File: src/rtl/lane_par_pkg.sv
package lane_par_pkg;
  localparam int LANES_DEF  = 8;
  localparam int LANE_W_DEF = 8;

  // fill bit that makes a lane hold an even count of ones
  function automatic logic even_fill(input logic [LANE_W_DEF-1:0] lane);
    return ^lane;
  endfunction

  // lane is bad when data and its parity bit together carry an odd count
  function automatic logic lane_mismatch(input logic [LANE_W_DEF-1:0] lane,
                                         input logic pbit);
    return (^lane) ^ pbit;
  endfunction
endpackage

File: src/rtl/lane_par_gen.sv
module lane_par_gen #(
  parameter int LANES  = lane_par_pkg::LANES_DEF,
  parameter int LANE_W = lane_par_pkg::LANE_W_DEF,
  localparam int DW    = LANES * LANE_W
) (
  input  logic [DW-1:0]    data,
  output logic [LANES-1:0] fill
);
  for (genvar g = 0; g < LANES; g++) begin : g_lane
    assign fill[g] = lane_par_pkg::even_fill(data[g*LANE_W +: LANE_W]);
  end
endmodule

File: src/rtl/lane_par_eval.sv
module lane_par_eval #(
  parameter int LANES = lane_par_pkg::LANES_DEF
) (
  input  logic             clk,
  input  logic             rst_n,
  input  logic [LANES-1:0] data_fill,
  input  logic [LANES-1:0] par_in,
  input  logic [LANES-1:0] sel_n,
  input  logic             sample,
  input  logic             act_en_n,
  output logic [LANES-1:0] lane_bad,
  output logic             hit,
  output logic             perr_n,
  output logic [LANES-1:0] lane_err,
  output logic             fault
);
  logic [LANES-1:0] mism;

  for (genvar g = 0; g < LANES; g++) begin : g_cmp
    assign mism[g]     = data_fill[g] ^ par_in[g];
    assign lane_bad[g] = mism[g] & ~sel_n[g];
  end

  assign hit = sample & (|lane_bad);

  always_ff @(posedge clk) begin
    if (!rst_n) begin
      perr_n   <= 1'b1;
      lane_err <= '0;
      fault    <= 1'b0;
    end else begin
      perr_n   <= ~hit;
      lane_err <= sample ? lane_bad : '0;
      fault    <= hit & ~act_en_n;
    end
  end
endmodule

File: src/rtl/lane_parity_check.sv
module lane_parity_check #(
  parameter int LANES  = lane_par_pkg::LANES_DEF,
  parameter int LANE_W = lane_par_pkg::LANE_W_DEF,
  localparam int DW    = LANES * LANE_W
) (
  input  logic             clk,
  input  logic             rst_n,
  input  logic [DW-1:0]    rd_data,
  input  logic [LANES-1:0] rd_par,
  input  logic [LANES-1:0] rd_be_n,
  input  logic             rd_valid,
  input  logic             chk_en_n,
  input  logic [DW-1:0]    wr_data,
  output logic [LANES-1:0] wr_par,
  output logic             perr_n,
  output logic [LANES-1:0] lane_err,
  output logic             par_fault
);
  logic [LANES-1:0] rd_fill;
  logic [LANES-1:0] lane_bad;
  logic             hit;

  lane_par_gen #(.LANES(LANES), .LANE_W(LANE_W)) u_rd_gen (
    .data (rd_data),
    .fill (rd_fill)
  );

  lane_par_gen #(.LANES(LANES), .LANE_W(LANE_W)) u_wr_gen (
    .data (wr_data),
    .fill (wr_par)
  );

  lane_par_eval #(.LANES(LANES)) u_eval (
    .clk       (clk),
    .rst_n     (rst_n),
    .data_fill (rd_fill),
    .par_in    (rd_par),
    .sel_n     (rd_be_n),
    .sample    (rd_valid),
    .act_en_n  (chk_en_n),
    .lane_bad  (lane_bad),
    .hit       (hit),
    .perr_n    (perr_n),
    .lane_err  (lane_err),
    .fault     (par_fault)
  );
endmodule

File: config.mk
export PLATFORM = sky130hd
export DESIGN_NAME = lane_parity_check
export DESIGN_NICKNAME = d
export VERILOG_FILES = /design/src/rtl/lane_par_pkg.sv /design/src/rtl/lane_par_gen.sv /design/src/rtl/lane_par_eval.sv /design/src/rtl/lane_parity_check.sv
export SDC_FILE = /design/constraint.sdc
export NUM_CORES = 1
export LEC_CHECK = 0
export ABC_AREA = 1
export ABC_CLOCK_PERIOD_IN_PS = 3200
export CAP_MARGIN = 25
export CORE_MARGIN = 4
export CORE_UTILIZATION = 34
export CTS_BUF_LIST = sky130_fd_sc_hd__clkbuf_16
export DETAILED_ROUTE_END_ITERATION = 16
export GPL_TIMING_DRIVEN = 0
export HOLD_SLACK_MARGIN = 0.08
export PLACE_DENSITY_LB_ADDON = 0.12
export SLEW_MARGIN = 0
export SYNTH_ARGS = -nofsm -noshare
export SYNTH_HDL_FRONTEND = slang
export SYNTH_SLANG_ARGS = --single-unit
File: constraint.sdc
create_clock -name clk -period 3.2 [get_ports clk]
set_clock_uncertainty 0.15 [all_clocks]
set_input_delay 0.64 -clock clk [delete_from_list [all_inputs] [get_ports clk]]
set_output_delay 0.64 -clock clk [all_outputs]
set_load 0.05 [all_outputs]
Word-level counts from Yosys, hierarchy flattened --
Index checks and enable logic that the tools add are counted.
Word-level totals: flip-flop bits (word level) 10, bits of input ports 148, output and inout port bits 18, word-level logic and storage cells 49
Cells by class: bitwise operators 28, reductions and logical operators 18
Operator list (number):
- XOR reduction 8 bit | 16
- AND 1 bit | 10
- inverter 1 bit | 10
- OR reduction 8 bit | 1
- XOR 1 bit | 8
- AND reduction 2 bit | 1

Longest topological paths before layout --
Gate-level depths: netlist (run 1).
depth in word-level cells 6, mapped depth 14, gate-level depth less buffers 14

Cells and area by module --
Synthesis (run 1) repeated with hierarchy kept, for this count alone.
Unflattened totals: cells, all modules 835, area total of the unflattened synthesis 3383.2 µm²
Modules (own cells, without submodules):
- lane_par_gen | times used 2, cells each 376, area an instance 1411.4 µm², sequential area each 0.0 µm²
- lane_par_eval | times used 1, cells each 83, area an instance 560.5 µm², sequential area each 200.2 µm²

Worst setup path before layout (run 1) --
OpenSTA, ideal clock, no wires.
kind input port to output port, start in wr_data[5], end out wr_par[0], arrival 1.751 ns, required time 2.410 ns, slack 0.659 ns, stages 3, path buffers 0, path through xor2_1 > xnor2_1 > xnor2_1
On the way: longest elaborated chain between the ends 1
Ends and longest elaborated chain:
- start: declaration | line lane_parity_check.sv:13 | input logic [DW-1:0] wr_data,
- XOR reduction 8 bit | line lane_par_pkg.sv:7 | return ^lane;
- end: declaration | line lane_parity_check.sv:14 | output logic [LANES-1:0] wr_par,
Every way passes these cells.

Worst setup path in the final report (run 1) --
start in wr_data[36], end out wr_par[4]
Same word-level chain as after synthesis.

==> run metrics, run 1 <==
register area share after synthesis 10.83%; critical path's slowest cell dlygate4sd2_1; VDD IR max 239.4 uV; Worst Hold Depth 3; share of the synthesized area in the top cell type 32.70%; Initial Util 35.73%; Post-Route WL 5152 um; fmax 0.3426 GHz; worst-path fanout max 1; Post-Syn Instances 295; Flop pwr share 12.1%; first-pass GRT wire length 8052 um; CTS tree built; # setup viols final 0; RSZ-0062 raised after global routing false; final hold violations 0; CTS buffer count 3; Worst Hold Launch chk_en_n; Worst Path Class, Setup in2out; critical path arrival 2.13 ns; share of layout cells above drive strength 1 3.664%; Worst Hold Endpoint u_eval.fault; Yosys Warn Count 0; growth of design area from synthesis to finish 98.65%; clock slew at reported path FFs 0.04 ns; FP Rows 26; Core Util, Final 70.97%; Area contributors post-synth xnor2_1, nand2_1, dfxtp_1, xor2_1, inv_1; final net count 613; Synth area leader xnor2_1; startpoint types primary input; clock share of power 19.6%; postcts setup bufs 0; Die W 81.73 um; synthesized cell area 1848 um^2; Top cell by count, worst path xnor2_1; drt pass-1 iters 4; Final period util 91.21%; pins over their slew limit 0; Hold Path Class in2reg; H-tree depth 1; pwr dens 301.1 nW/um^2; GPL Wtd Cong 0.6997; combinational share of power 68.3%; vias in the first global route 2116; CP required 2.41 ns; Distinct cells, synth 17; wire length per cell 9.648 um; crit end category output pin; full die area 6679 um^2; # port buffers 165; Net Count, Synth 443; antenna viol nets, final 0; status complete, no violations; Syn Area/Cell 6.264 um^2; ANT cells 0; gr ovfl total 0; max cap viols 0; Switching Share 39.60%; Post-route DRC 0; clk buf depth 2; Root Driver clkbuf_16; CP delay by family, top buffers and inverters; DR iter-0 viols 31; sw power 437.8 uW; #FFs+latches synth 10; Tmin final 2.919 ns; Slew HR 64.33%; DR vias 2245; I/O pin cnt 166; GRT Util Overall 14.95%; CP startpoint wr_data[36]; CORE AREA 5172 um^2; antenna violations before repair 0; total internal power 667.7 uW; die height 81.73 um; Post-DP HPWL 5049 um; largest net degree at the start of global routing 11; Critical Path Max Stage Delay 0.54 ns; Post-Place Worst Slack -0.01717 ns; post-layout worst setup margin 0.2813 ns; Via-to-Cell Ratio 4.204; leak pwr 1.675 nW; crit path buf inv count 2; Clock Sinks 10; worst slew pin tran 0.5335 ns; CP Cell Sequence clkdlybuf4s50_1, xor2_1, xnor2_1, xnor2_1, dlygate4sd2_1
[through the flow]
| stage | total power, mW | hold WS (ns) | instances | area, um^2 | setup TNS [ns] |
|---|---|---|---|---|---|
| after detailed placement | 0.9182 | 1.116 | 530 | 3587 | -0.04112 |
| final | 1.105 | 0.8730 | 534 | 3671 | 0 |
| after floorplan | 0.5899 | 0.6470 | 295 | 1848 | 0 |
| after CTS | 1.125 | 0.8720 | 534 | 3661 | 0 |
| after global routing | 1.191 | 0.8810 | 534 | 3671 | 0 |
| after global placement | 0.9070 | 1.118 | 530 | 3587 | 0 |
[per-layer routing]
metal / share of wire (%) / GRT usage (%) / vias to the layer above
met1: 29 / 11.32 / 935
met2: 57 / 33.20 / 84
met3: 13 / 6.798 / 2
met4: 0.41 / 1.993 / 0
li1: - / - / 1224
met5: 0 / 0 / -
[cells by family (layout without fill, tap and decap cells)]
logic type | after synthesis | count (layout) | share of synthesized area [%]
AO/OA/AOI/OAI | 1 | 1 | 0.2706
AND/OR/NAND/NOR | 150 | 150 | 37.04
buffers and inverters | 43 | 212 | 8.734
flip-flops | 10 | 10 | 10.83
XOR/XNOR | 91 | 91 | 43.13
[power groups by stage]
stage / Clock [mW] / Sequential (mW) / Combinational, mW
after detailed placement: 0 / 0.136 / 0.783
after CTS: 0.223 / 0.133 / 0.769
final: 0.216 / 0.133 / 0.756
after global routing: 0.234 / 0.134 / 0.823
after global placement: 0 / 0.135 / 0.771
after floorplan: 0 / 0.160 / 0.430
[final cells by class]
| type | count | area [um^2] |
|---|---|---|
| timing repair buffer | 165 | 1657 |
| multi-input combinational | 242 | 1486 |
| inverter | 43 | 161.4 |
| clock buffer | 3 | 75.07 |
| fill | 457 | 1501 |
| tap | 70 | 87.58 |
| sequential | 10 | 200.2 |
| clock inverter | 1 | 3.754 |
[tightest hold or removal path: cells and delay by family]
kind,cells,cell delay [ns]
buffers and inverters,1,0.44
and+or+nand+nor,1,0.09
AOI/OAI and AO/OA,1,0.03
[registers in the layout, indices dropped and copies added (netlist names)]
name,cells
u_eval.perr_n,1
u_eval.lane_err,8
u_eval.fault,1
[cells in the mapped netlist]
library cell / count
nand3_2: 3
nand2b_1: 1
nand3b_1: 9
or2_4: 1
nand2_1: 96
or2_2: 1
dfxtp_1: 10
a21oi_1: 1
inv_2: 1
nand2_2: 4
nand3_4: 1
nor2_2: 3
xor2_1: 22
xnor2_1: 69
nor2_1: 9
inv_1: 42
nand3_1: 22
[cell usage in the layout (no fill, tap or decap), types with 3 or more instances in the layout]
master	count
nand3_2	3
nand2_2	4
clkdlybuf4s50_1	157
xnor2_1	69
nor2_1	9
nor2_2	3
inv_1	42
xor2_1	22
nand3b_1	9
nand2_1	96
dlygate4sd2_1	4
dfxtp_1	10
clkbuf_16	3
dlymetal6s2s_1	4
nand3_1	22
[worst max path at each step]
stage | cells after the start | slack, ns | end
detailed placement | 5 | -0.02 | wr_par[2]
CTS | 5 | 0.0005 | wr_par[1]
floorplan | 3 | 0.66 | wr_par[0]
global placement | 5 | 0.0008 | wr_par[1]
finish | 5 | 0.28 | wr_par[4]
global route | 5 | 0.17 | wr_par[2]
[what timing repair did]
| action | 4_1_cts | 5_1_grt |
|---|---|---|
| pin swaps | 0 | 0 |
| setup endpoints to repair | 4 | 4 |
| hold buffers | 0 | 0 |
| resized for setup | 4 | 4 |
| endpoints found under the hold margin | 0 | 0 |
No activity file was read; power rests on OpenSTA's default activity.
==> run 2, diff against run 1 <==
--- a/config.mk
+++ b/config.mk
@@ -6,15 +6,16 @@
 export NUM_CORES = 1
 export LEC_CHECK = 0
 export ABC_AREA = 1
-export ABC_CLOCK_PERIOD_IN_PS = 3200
+export ABC_CLOCK_PERIOD_IN_PS = 2800
 export CAP_MARGIN = 25
 export CORE_MARGIN = 4
-export CORE_UTILIZATION = 34
+export CORE_UTILIZATION = 32
 export CTS_BUF_LIST = sky130_fd_sc_hd__clkbuf_16
 export DETAILED_ROUTE_END_ITERATION = 16
 export GPL_TIMING_DRIVEN = 0
 export HOLD_SLACK_MARGIN = 0.08
 export PLACE_DENSITY_LB_ADDON = 0.12
+export SKIP_LAST_GASP = 1
 export SLEW_MARGIN = 0
 export SYNTH_ARGS = -nofsm -noshare
 export SYNTH_HDL_FRONTEND = slang
==> constraint.sdc (replaced) <==
create_clock -name clk -period 2.8 [get_ports clk]
set_clock_uncertainty 0.15 [all_clocks]
set_input_delay 0.56 -clock clk [delete_from_list [all_inputs] [get_ports clk]]
set_output_delay 0.56 -clock clk [all_outputs]
set_load 0.05 [all_outputs]
==> run 2 against run 1 <==
  * Sequential power increased by 15%
  * Setup slack got worse by 0.21 ns
  * Largest power group unchanged
  * Critical path depth unchanged
==> run metrics, run 2 (synthesized netlist as in run 1, its figures left out) <==
status complete, no violations (unchanged); critical path's slowest cell clkdlybuf4s15_1 (was dlygate4sd2_1); Die W 84.00 um (was 81.73 um); GRT Util Overall 14.29% (was 14.95%); clk buf depth 2 (unchanged); Post-DP HPWL 5185 um (was 5049 um); Via-to-Cell Ratio 4.258 (was 4.204); most common cell after layout, fill and taps aside clkdlybuf4s50_1 (unchanged); GPL Wtd Cong 0.7462 (was 0.6997); Top cell by count, worst path xnor2_1 (unchanged); DR iter-0 viols 24 (was 31); Final period util 97.51%; post-layout worst setup margin 0.06978 ns (was 0.2813 ns); final net count 613 (unchanged); ANT cells 0 (unchanged); fmax 0.3663 GHz; Worst Hold Launch chk_en_n (unchanged); Largest regs u_eval.lane_err (8), u_eval.fault (1), u_eval.perr_n (1) (unchanged); VDD IR max 229.9 uV (was 239.4 uV); vias in the first global route 2197 (was 2116); growth of design area from synthesis to finish 96.68% (was 98.65%); pins over their slew limit 0 (unchanged); max cap viols 0 (unchanged); CP required 2.09 ns (was 2.41 ns); Slew HR 64.39% (was 64.33%); I/O pin cnt 166 (unchanged); Post-Place Worst Slack -0.3082 ns (was -0.01717 ns); Hold Path Class in2reg (unchanged); Root Driver clkbuf_16 (unchanged); CP Cell Sequence clkdlybuf4s50_1, xor2_1, xnor2_1, xnor2_1, clkdlybuf4s15_1 (was clkdlybuf4s50_1, xor2_1, xnor2_1, xnor2_1, dlygate4sd2_1); Worst Hold Slack 0.8173 ns (was 0.8730 ns); CTS buffer count 3 (unchanged); antenna violations before repair 0 (unchanged); Largest Register u_eval.lane_err (unchanged); Placed Instances 532 (was 530); die height 84.00 um (was 81.73 um); final hold violations 0 (unchanged); RSZ-0062 raised after global routing false (unchanged); share of layout cells above drive strength 1 4.968% (was 3.664%); CORE AREA 5540 um^2 (was 5172 um^2); worst-path fanout max 1 (unchanged); non-filler cells, final 535 (was 534); startpoint types primary input (unchanged); Core Util, Final 65.61% (was 70.97%); H-tree depth 1 (unchanged); critical path arrival 2.02 ns (was 2.13 ns); first-pass GRT wire length 8466 um (was 8052 um); Worst Path Class, Setup in2out (unchanged); crit end category output pin (unchanged); worst slew pin tran 0.5324 ns (was 0.5335 ns); FP Rows 27 (was 26); Clock Sinks 10 (unchanged); Worst Hold Endpoint u_eval.fault (unchanged); most frequent cells in the layout clkdlybuf4s50_1, nand2_1, xnor2_1 (unchanged); wire length per cell 9.888 um (was 9.648 um); clock slew at reported path FFs 0.04 ns (about the same); gr ovfl total 0 (unchanged); largest net degree at the start of global routing 11 (unchanged); leak pwr 1.634 nW (was 1.675 nW); # setup viols final 0 (unchanged); DR vias 2278 (was 2245); Post-route DRC 0 (unchanged); Post-Route WL 5290 um (was 5152 um); max reg flops 8 (unchanged); drt pass-1 iters 4 (unchanged); pwr dens 341.1 nW/um^2 (was 301.1 nW/um^2); Initial Util 33.36% (was 35.73%); Critical Path Max Stage Delay 0.51 ns (was 0.54 ns); CTS tree built (unchanged); Tmin final 2.730 ns; full die area 7055 um^2 (was 6679 um^2); antenna viol nets, final 0 (unchanged); count of hold-fix buffers inserted at cts 0 (unchanged); postcts setup bufs 0 (unchanged); # port buffers 165 (unchanged); Worst Hold Depth 3 (unchanged)
==> run 2: cell types whose count changed in the layout (fill, tap and decap cells not counted), sizes merged <==
cell           delta
clkbuf            +6
clkinv            -1
dlymetal6s2s      -4
dlygate4sd2       -4
clkdlybuf4s15     +2
==> run 2: per-layer routing <==
layer,vias to the layer above,wire length (um),GRT usage (%)
met1,965,1575,11.43
li1,1221,-,-
met2,88,3045,30.66
met5,-,0,0
met4,0,62,3.801
met3,4,607,5.726
==> run 2: critical path: cells and delay by family <==
kind	cells	cell delay [ns]
xor+xnor	3	0.47
buf+inv	2	0.98
==> run 2: how the worst max path moves through the flow <==
stage | from | end | slack, ns | cells after the start
floorplan | wr_data[5] | wr_par[0] | 0.42 | 3
global placement | wr_data[44] | wr_par[5] | -0.25 | 5
detailed placement | wr_data[44] | wr_par[5] | -0.31 | 5
CTS | wr_data[44] | wr_par[5] | -0.03 | 5
global route | wr_data[59] | wr_par[7] | 0.003 | 5
finish | wr_data[36] | wr_par[4] | 0.07 | 5
==> run 2: cell type report <==
type                            instances  area [um^2]
Fill cell                             511         1906
Timing Repair Buffer                  165         1622
Multi-Input combinational cell        242         1486
Sequential cell                        10        200.2
Inverter                               43        161.4
Tap cell                               72        90.09
Clock buffer                            3        75.07
==> run 2: metrics by stage <==
| stage | cell area [um^2] | total power [mW] | setup TNS [ns] |
|---|---|---|---|
| after CTS | 3655 | 1.263 | -0.02672 |
| after global routing | 3635 | 1.326 | 0 |
| after floorplan | 1848 | 0.6742 | 0 |
| final | 3635 | 1.240 | 0 |
| after global placement | 3590 | 1.036 | -1.839 |
| after detailed placement | 3590 | 1.051 | -2.039 |
==> run 2: what timing repair did <==
action,CTS,global route
resized for setup,8,14
endpoints found under the hold margin,0,0
setup endpoints to repair,8,8
pin swaps,0,0
==> run 2: power breakdown <==
group	total [mW]	switching [mW]	internal, mW	leakage, nW
clock network	0.242	0.0575	0.184	0.0370
registers	0.153	0.00191	0.151	0.0817
logic	0.845	0.441	0.404	1.52
total	1.24	0.500	0.739	1.63
==> run 3, diff against run 2 <==
--- a/config.mk
+++ b/config.mk
@@ -9,7 +9,7 @@
 export ABC_CLOCK_PERIOD_IN_PS = 2800
 export CAP_MARGIN = 25
 export CORE_MARGIN = 4
-export CORE_UTILIZATION = 32
+export CORE_UTILIZATION = 42
 export CTS_BUF_LIST = sky130_fd_sc_hd__clkbuf_16
 export DETAILED_ROUTE_END_ITERATION = 16
 export GPL_TIMING_DRIVEN = 0
@@ -19,4 +19,5 @@
 export SLEW_MARGIN = 0
 export SYNTH_ARGS = -nofsm -noshare
 export SYNTH_HDL_FRONTEND = slang
+export SYNTH_HIERARCHICAL = 1
 export SYNTH_SLANG_ARGS = --single-unit
==> run 3 against run 2 <==
  * Combinational power is 7.6% lower
  * Setup slack better by 0.032 ns
  * Non-clock buffer count did not move
  * Sequential share of layout area down 1.7 points
  * Die area grew 34%
  * Largest cell class is now multi-input gates
==> run metrics, run 3 <==
status complete, no violations (unchanged); final setup TNS 0 ns (unchanged); first-pass GRT wire length 14510 um (was 8466 um); Post-Place Worst Slack -0.1698 ns (was -0.3082 ns); GPL Wtd Cong 0.7612 (was 0.7462); fmax 0.3707 GHz (was 0.3663 GHz); Root Driver clkbuf_16 (unchanged); Worst Hold Slack 0.7139 ns (was 0.8173 ns); startpoint types primary input (unchanged); clk buf depth 2 (unchanged); Filler Cells Inserted 787 (was 511); Via-to-Cell Ratio 4.158 (was 4.258); max cap viols 0 (unchanged); non-filler cells, final 1097 (was 535); worst-path fanout max 3 (was 1); largest net degree at the start of global routing 10 (was 11); Post-Route WL 8405 um (was 5290 um); CP delay by family, top buffers and inverters (unchanged); I/O pin cnt 166 (unchanged); pins over their slew limit 0 (unchanged); growth of design area from synthesis to finish 55.16% (was 96.68%); VDD IR max 185.8 uV (was 229.9 uV); Critical Path Max Stage Delay 0.53 ns (was 0.51 ns); RSZ-0062 raised after global routing false (unchanged); H-tree depth 1 (unchanged); final net count 1144 (was 613); CTS buffer count 3 (unchanged); Top Layer Used met4 (unchanged); clock slew at reported path FFs 0.04 ns (about the same); Yosys Warn Count 6 (was 0); Die W 97.25 um (was 84.00 um); postcts setup bufs 0 (unchanged); pwr dens 228.8 nW/um^2 (was 341.1 nW/um^2); Power Total 1.188 mW (was 1.240 mW); vias in the first global route 3884 (was 2197); post-layout worst setup margin 0.1021 ns (was 0.06978 ns); Tmin final 2.698 ns (was 2.730 ns); # port buffers 165 (unchanged); DR vias 4561 (was 2278); Core Util, Final 67.18% (was 65.61%); DR iter-0 viols 132 (was 24); Worst Path Class, Setup in2out (unchanged); FP Rows 32 (was 27); CORE AREA 7727 um^2 (was 5540 um^2); final hold violations 0 (unchanged); antenna viol nets, final 0 (unchanged); Hold Path Class in2reg (unchanged); # setup viols final 0 (unchanged); count of hold-fix buffers inserted at cts 0 (unchanged); CTS tree built (unchanged); Post-DP HPWL 7626 um (was 5185 um); most frequent cells in the layout nand2_1, clkdlybuf4s50_1, inv_1 (was clkdlybuf4s50_1, nand2_1, xnor2_1); ANT cells 0 (unchanged); crit end category output pin (unchanged); critical path's slowest cell dlygate4sd2_1 (was clkdlybuf4s15_1); Post-Syn Instances 826 (was 295); Final Cell Area 5191 um^2 (was 3635 um^2); Net Count, Synth 974 (was 443); Post-route DRC 0 (unchanged); antenna violations before repair 0 (unchanged); M1 WL 3740 um (was 1575 um); Largest regs u_eval/lane_err (8), u_eval/fault (1), u_eval/perr_n (1) (was u_eval.lane_err (8), u_eval.fault (1), u_eval.perr_n (1)); leak pwr 3.482 nW (was 1.634 nW); full die area 9458 um^2 (was 7055 um^2); crit path buf inv count 3 (was 2); Syn Area/Cell 4.050 um^2 (was 6.264 um^2); Top cell by count, worst path nand2_1 (was xnor2_1); Clock Sinks 10 (unchanged); max reg flops 8 (unchanged); met2 wire len 3746 um (was 3045 um); die height 97.25 um (was 84.00 um); worst slew pin tran 0.5438 ns (was 0.5324 ns); CP Cell Sequence clkdlybuf4s50_1, inv_1, nand2_1, nand2_1, nand2_1, nand2_1, nand2_1, nand2_1, dlygate4sd2_1 (was clkdlybuf4s50_1, xor2_1, xnor2_1, xnor2_1, clkdlybuf4s15_1); DR WL met3 809 um (was 607 um); Final period util 96.35% (was 97.51%); Placed Instances 1093 (was 532); wire length per cell 7.662 um (was 9.888 um); Initial Util 43.30% (was 33.36%); synthesized cell area 3346 um^2 (was 1848 um^2); placed instance area 5125 um^2 (was 3590 um^2); gr ovfl total 0 (unchanged); Slew HR 63.63% (was 64.39%); share of layout cells above drive strength 1 2.111% (was 4.968%); critical path arrival 1.99 ns (was 2.02 ns); GRT Util Overall 17.24% (was 14.29%); most common cell after layout, fill and taps aside nand2_1 (was clkdlybuf4s50_1); Largest Register u_eval/lane_err (was u_eval.lane_err); drt pass-1 iters 4 (unchanged); CP required 2.09 ns (about the same)
## run 3: changes by cell type in the layout (fill, tap and decap cells not counted), sizes merged, moves of 4 or more
cell | before | now
xor2 | 22 | 0
nand3b | 9 | 3
inv | 43 | 150
clkbuf | 9 | 5
nand3 | 26 | 5
nand2 | 100 | 647
xnor2 | 69 | 0
## run 3: repair_timing
action | CTS | global route
hold endpoints to repair | 0 | 0
endpoints found under the setup margin | 8 | 6
gates resized for setup | 8 | 8
## run 3: final cells by class
cell class | count | area [um^2] | share of cell area, %
Sequential cell | 10 | 200.2 | 3.856
Clock inverter | 1 | 3.754 | 0.07231
Timing Repair Buffer | 165 | 1639 | 31.57
Tap cell | 102 | 127.6 | 2.458
Inverter | 150 | 563.0 | 10.85
Multi-Input combinational cell | 666 | 2582 | 49.75
Clock buffer | 3 | 75.07 | 1.446
## run 3: power breakdown
part           internal [mW]  total (mW)  leakage [nW]  switching, mW
logic                  0.363       0.781          3.36          0.418
clock network          0.187       0.256        0.0385         0.0687
registers              0.149       0.151        0.0817        0.00164
## run 3: worst paths after layout
path | slack (ns) | start | depth (start not counted) | endpoint
max | 0.10 | wr_data[4] | 9 | wr_par[0]
min | 0.71 | chk_en_n | 2 | u_eval/fault
## run 3: layer usage
metal | track usage [%] | vias to the layer above
li1 | - | 2691
met1 | 19.14 | 1754
met2 | 31.74 | 108
met3 | 6.748 | 8
met4 | 2.343 | 0
met5 | 0 | -
